$ cat src/rtl/hs_bridge_pkg.sv
package hs_bridge_pkg;

    typedef enum logic [3:0] {
        S_IDLE,
        S_RD_STB,
        S_RD_XEN,
        S_RD_ACK,
        S_RD_XOFF,
        S_WR_XEN,
        S_WR_STB,
        S_WR_XOFF,
        S_WR_ACK,
        S_RTZ
    } hs_state_e;

    typedef struct packed {
        hs_state_e st;
        logic      stb;
        logic      xen;
        logic      back;
        logic      err;
    } hs_regs_t;

    function automatic logic is_read_state(input hs_state_e s);
        return (s == S_RD_STB) || (s == S_RD_XEN) || (s == S_RD_ACK) || (s == S_RD_XOFF);
    endfunction

    function automatic logic is_write_state(input hs_state_e s);
        return (s == S_WR_XEN) || (s == S_WR_STB) || (s == S_WR_XOFF) || (s == S_WR_ACK);
    endfunction

endpackage

$ cat src/rtl/hs_sync.sv
module hs_sync #(
    parameter int WIDTH  = 3,
    parameter int STAGES = 2
) (
    input  logic             clk,
    input  logic             rst,
    input  logic [WIDTH-1:0] async_i,
    output logic [WIDTH-1:0] sync_o
);
    localparam int LAST = STAGES - 1;

    logic [STAGES-1:0][WIDTH-1:0] chain_q;

    always_ff @(posedge clk) begin
        if (rst) begin
            chain_q <= '0;
        end else begin
            chain_q[0] <= async_i;
            for (int i = 1; i < STAGES; i++) begin
                chain_q[i] <= chain_q[i-1];
            end
        end
    end

    assign sync_o = chain_q[LAST];

endmodule

$ cat src/rtl/hs_seq_fsm.sv
module hs_seq_fsm
    import hs_bridge_pkg::*;
(
    input  logic clk,
    input  logic rst,
    input  logic rd_s,
    input  logic wr_s,
    input  logic ack_s,
    output logic back_o,
    output logic stb_o,
    output logic xen_o,
    output logic err_o
);
    hs_regs_t r_q, r_d;

    always_comb begin
        r_d     = r_q;
        r_d.err = r_q.err;
        unique case (r_q.st)
            S_IDLE: begin
                if (rd_s && wr_s) begin
                    r_d.err = 1'b1;
                end else if ((rd_s || wr_s) && ack_s) begin
                    r_d.err = 1'b1;
                end else if (rd_s) begin
                    r_d.st = S_RD_STB;
                end else if (wr_s) begin
                    r_d.st = S_WR_XEN;
                end
            end
            S_RD_STB:  if (ack_s) r_d.st = S_RD_XEN;
            S_RD_XEN:  r_d.st = S_RD_ACK;
            S_RD_ACK:  if (!rd_s) r_d.st = S_RD_XOFF;
            S_RD_XOFF: r_d.st = S_RTZ;
            S_WR_XEN:  r_d.st = S_WR_STB;
            S_WR_STB:  if (ack_s) r_d.st = S_WR_XOFF;
            S_WR_XOFF: r_d.st = S_WR_ACK;
            S_WR_ACK:  if (!wr_s) r_d.st = S_RTZ;
            S_RTZ:     r_d.st = S_IDLE;
            default:   r_d.st = S_IDLE;
        endcase

        if ((is_read_state(r_q.st) && wr_s) || (is_write_state(r_q.st) && rd_s)) begin
            r_d.err = 1'b1;
        end

        r_d.stb  = (r_d.st == S_RD_STB) || (r_d.st == S_RD_XEN) || (r_d.st == S_RD_ACK) ||
                   (r_d.st == S_RD_XOFF) || (r_d.st == S_WR_STB) || (r_d.st == S_WR_XOFF) ||
                   (r_d.st == S_WR_ACK);
        r_d.xen  = (r_d.st == S_RD_XEN) || (r_d.st == S_RD_ACK) ||
                   (r_d.st == S_WR_XEN) || (r_d.st == S_WR_STB);
        r_d.back = (r_d.st == S_RD_ACK) || (r_d.st == S_RD_XOFF) || (r_d.st == S_WR_ACK);
    end

    always_ff @(posedge clk) begin
        if (rst) begin
            r_q <= '{st: S_IDLE, stb: 1'b0, xen: 1'b0, back: 1'b0, err: 1'b0};
        end else begin
            r_q <= r_d;
        end
    end

    assign back_o = r_q.back;
    assign stb_o  = r_q.stb;
    assign xen_o  = r_q.xen;
    assign err_o  = r_q.err;

    // idle keeps every handshake output low
    a_r1_idle_quiet: assert property (@(posedge clk) disable iff (rst)
        (r_q.st == S_IDLE) |-> !(r_q.stb || r_q.xen || r_q.back));

    // bus acknowledge is only held while the strobe is held
    a_r3_back_under_stb: assert property (@(posedge clk) disable iff (rst)
        r_q.back |-> r_q.stb);

    // on a read the enable is already up a cycle before the bus acknowledge
    a_r3_read_xen_first: assert property (@(posedge clk) disable iff (rst)
        ($rose(r_q.back) && r_q.xen) |-> $past(r_q.xen));

    // on a write the enable has dropped before the bus acknowledge
    a_r6_write_xen_off: assert property (@(posedge clk) disable iff (rst)
        ($rose(r_q.back) && !r_q.xen) |-> $past(r_q.stb) && !$past(r_q.xen));

    // on a write the enable leads the strobe
    a_r5_write_xen_lead: assert property (@(posedge clk) disable iff (rst)
        ($rose(r_q.stb) && r_q.xen) |-> $past(r_q.xen));

    // return to zero drops acknowledge and strobe in one clock
    a_r7_rtz_together: assert property (@(posedge clk) disable iff (rst)
        $fell(r_q.back) |-> $fell(r_q.stb));

    // error flag is sticky
    a_r11_err_sticky: assert property (@(posedge clk) disable iff (rst)
        r_q.err |=> r_q.err);

    // no strobe or enable leaves idle while the device still acknowledges
    a_r8_hold_off: assert property (@(posedge clk) disable iff (rst)
        ((r_q.st == S_IDLE) && ack_s) |=> (r_q.st == S_IDLE) || $past(!ack_s));

endmodule

$ cat src/rtl/hs_bridge_ctrl.sv
module hs_bridge_ctrl #(
    parameter int SYNC_STAGES = 2
) (
    input  logic clk,
    input  logic rst,
    input  logic rd_req_i,
    input  logic wr_req_i,
    input  logic dev_ack_i,
    output logic bus_ack_o,
    output logic dev_stb_o,
    output logic xcvr_en_o,
    output logic proto_err_o
);
    localparam int NUM_IN = 3;

    logic [NUM_IN-1:0] in_async, in_sync;

    assign in_async = {rd_req_i, wr_req_i, dev_ack_i};

    hs_sync #(
        .WIDTH  (NUM_IN),
        .STAGES (SYNC_STAGES)
    ) u_sync (
        .clk     (clk),
        .rst     (rst),
        .async_i (in_async),
        .sync_o  (in_sync)
    );

    hs_seq_fsm u_fsm (
        .clk    (clk),
        .rst    (rst),
        .rd_s   (in_sync[2]),
        .wr_s   (in_sync[1]),
        .ack_s  (in_sync[0]),
        .back_o (bus_ack_o),
        .stb_o  (dev_stb_o),
        .xen_o  (xcvr_en_o),
        .err_o  (proto_err_o)
    );

endmodule

$ cat config.mk
export PLATFORM = sky130hd
export DESIGN_NAME = hs_bridge_ctrl
export DESIGN_NICKNAME = d
export VERILOG_FILES = /design/src/rtl/hs_bridge_pkg.sv /design/src/rtl/hs_sync.sv /design/src/rtl/hs_seq_fsm.sv /design/src/rtl/hs_bridge_ctrl.sv
export SDC_FILE = /design/constraint.sdc
export NUM_CORES = 1
export LEC_CHECK = 0
export BUFFER_PORTS_ARGS = -buffer_cell sky130_fd_sc_hd__buf_4
export CORE_UTILIZATION = 50
export DETAILED_ROUTE_END_ITERATION = 10
export MAX_ROUTING_LAYER = met4
export PLACE_DENSITY = 0.7
export RECOVER_POWER = 100
export SKIP_CTS_REPAIR_TIMING = 1
export SYNTH_ARGS = -nofsm -noshare
export SYNTH_HDL_FRONTEND = slang
export SYNTH_SLANG_ARGS = --single-unit
$ cat constraint.sdc
create_clock -name clk -period 1.7 [get_ports clk]
set_input_delay 0.34 -clock clk [delete_from_list [all_inputs] [get_ports clk]]
set_output_delay 0.34 -clock clk [all_outputs]
set_load 0.03 [all_outputs]
==> out/summary.md <==
The die is 39.67 um tall. Traced cell by cell, the critical path runs through o21a_1 -> nor2_1 -> a311oi_2 -> nand3_1 -> a31oi_1. The logs give 0.6706 mW for the total power consumption of the routed design and 21.39% for the global-route usage over all layers. VDD sags by at most 608.0 uV. The fraction of layout cells with a size suffix above 1 came out at 19.05%. The full die area is 0.001573 mm2, and the maximum clock frequency is 0.6598 GHz. The aggregate negative setup slack was 0 ns; the count of maximum capacitance violations was 0. The count of warnings emitted by yosys is 0.

For the leakage dissipation, the log shows 0.2593 nW. The slowest cell on the critical path is dfxtp_1. At the later pin of the worst-skew pair, clock insertion delay measures 0.26 ns.

In this run the cell area measured after placement is 752.0 um2. The run gives 284.0 um2 as the area occupied by registers. The worst hold slack is 0.2838 ns. The weighted congestion at the end of routability-driven global placement is 0.9322, and the measured slew at the worst slew-check pin is 0.5843 ns. The total of buffers placed on input and output ports works out to 8. The post-synthesis cell type with the largest combined area is dfxtp_1. The pin count of the biggest net entering global routing was 16; the number of enable-type register cells in the synthesized netlist was 0. The area growth from synthesis to layout is 7.055%. The number of DRC violations after detailed-routing iteration 0 is 14, and the floorplan die width is 39.67 um.

Power density of the placed cells: 882.9 mW/mm2. The run gives 2 as the maximum count of clock buffers along a single path. The number of instances on the worst hold path is 2, and the post-route cell area is 759.5 um2. Of the post-synthesis cell area, the dominant cell type holds 39.51%. In this run the remaining antenna-violating nets after routing total 0.

The run finished with clean final reports. On the worst path, the slowest cell contributes a delay of 0.55 ns. The number of antenna violations at the first check in global routing came out at 0.

The logs give 61.05% for the headroom to the max-slew limit and 2152 um for the first-pass GRT wire length. After clock tree synthesis, the clock-pin slew on the worst setup and hold paths is 0.07 ns. The logs give 0.001318 mm2 for the area of the core and 13 for the total number of placement rows. Each instance of the synthesized netlist takes up on average 9.095 um2.

The layout has 125 filler cells. The run gives 922.8 um as the sum of net half-perimeters after detailed placement. For the worst setup path, the data required time is 1.89 ns. Yosys mapped the design onto 33 distinct sky130hd cell types. The number of nets handed over by synthesis was 83.

The number of failing hold endpoints at the final stage came out at 0. Setup repair after global routing left no endpoint under its margin. Post-synthesis sequential area ratio: 39.51%. Post-detailed-routing wire length: 1331 um.

The run gives 91 as the number of nets in the finished design. The worst register-to-register path has a setup slack of 0.18 ns. In the synthesized netlist the async set-or-reset flop fraction comes to 0%.

The logic depth of the worst register-to-register path is 5, and the post-route DRC violation count is 0. For this configuration, the core starts out at a cell density of 53.85%. For this design the top-level I/O count stands at 9. The clock buffer count from CTS is 3.

Setup violations remaining at the end of the flow were counted as 0. Summing over every cut layer, the via total after detailed routing is 598. Dividing the detail-routed wire length by the instance count gives 13.44 um. STA classifies the critical path startpoint as a flip-flop.

The area of the multi-input gates came out at 381.6 um2. Synthesis produced 78 cells. The top cell types in the final layout, fill and taps aside, are 11 x dfxtp_1, 8 x nor2b_1, 6 x a21oi_1. The cell sitting at the root of the clock tree is a clkbuf_4.

TritonCTS built the clock tree. The critical-path maximum fanout is 10. 0 antenna diodes ended up in the layout.

The max-slew violation total from the final report was 0; the cell area after technology mapping was 709.4 um2. Across the routed clock network, the largest skew measured is 0.0009604 ns. The via count of the first global-routing pass is 495. Yosys attributes the largest share of cell area to dfxtp_1 40%, nor2b_1 7.1%, a21oi_1 4.2%. For the sink count of the clock tree, the log shows 14. The number of synthesized register bits works out to 14.

The final critical-path required period was 1.516 ns. In this run the worst hold path is classified as primary input to flip-flop. The first detailed-routing pass ran for 4 iterations. The critical path is of the flip-flop to flip-flop type. The share of the clock period used by the worst path came out at 89.16%.

For this run, the leading register cell type out of synthesis is dfxtp_1. The tools report the type of destination of the critical path as a flip-flop. The leading cell type in the layout, fill and taps excluded was dfxtp_1.

After detailed routing, the number of vias per cell comes to 6.040. The data arrival time of the critical path was 1.70 ns. After global routing the overflow that remains totals 0. H-tree depth: 1.
-- where the power goes --
part | switching [mW] | internal [mW]
Clock | 0.0877 | 0.0817
Sequential | 0.0284 | 0.350
Combinational | 0.0678 | 0.0553
Total | 0.184 | 0.487
-- worst max-delay path, delay by kind of cell, from the launching register on --
family / cells / cell delay (ns)
and+or+nand+nor: 2 / 0.17
AOI/OAI and AO/OA: 3 / 0.71
DFF: 1 / 0.55
-- cells in the mapped netlist, types with 2 or more instances --
cell type and count:
o21ai_1 2, nor2b_1 8, a21oi_1 6, buf_6 2, o21a_1 3, nand3b_1 3, nor2_1 4, buf_2 2
nor3b_1 2, nand2_1 3, o21ai_0 3, nand2b_1 3, dfxtp_1 14, a31oi_1 4
-- final timing paths --
| path | start | end |
|---|---|---|
| min reg2reg | u_sync.chain_q[2] | u_sync.sync_o[2] |
| min | rd_req_i | u_sync.chain_q[2] |
| max | u_fsm.r_q[4] | u_fsm.back_o |
| max reg2reg | u_fsm.r_q[4] | u_fsm.back_o |
-- sequential cells by signal (all words and copies together) (netlist names) --
signal,flops
u_sync.chain_q,3
u_fsm.err_o,1
u_fsm.xen_o,1
u_fsm.r_q,4
u_fsm.back_o,1
u_sync.sync_o,3
u_fsm.stb_o,1
-- logic make-up after synthesis --
| kind of cell | after synthesis | share of synthesized area (%) |
|---|---|---|
| buffers and inverters | 7 | 6.701 |
| and+or+nand+nor | 31 | 28.75 |
| DFF | 14 | 39.51 |
| AOI/OAI and AO/OA | 25 | 23.81 |
| xor gates and xnor gates | 1 | 1.235 |
-- stage by stage --
stage               worst slack [ns]  utilization, %  std cells
detailed placement            0.1430           57.07         96
global placement              0.1702           57.07         96
global route                0.009505           57.64         99
CTS                           0.1243           58.78         99
floorplan                     0.4056               -         78
finish                        0.1844           57.64         99
-- routing by layer --
layer	GRT usage (%)	vias to the layer above	part of all wire, %
li1	-	298	-
met1	29.27	279	48
met2	29.51	19	46
met3	1.705	2	4.6
met4	14.66	0	1.1
met5	-	-	0
-- cell type report --
cell class                      count  share of cell area, %
Tap cell                           15                  2.471
Inverter                            1                 0.4942
Timing Repair Buffer                9                  6.425
Sequential cell                    14                  37.40
Multi-Input combinational cell     57                  50.25
Clock buffer                        3                  2.965
Note: power is estimated with default switching activity, not from simulation.
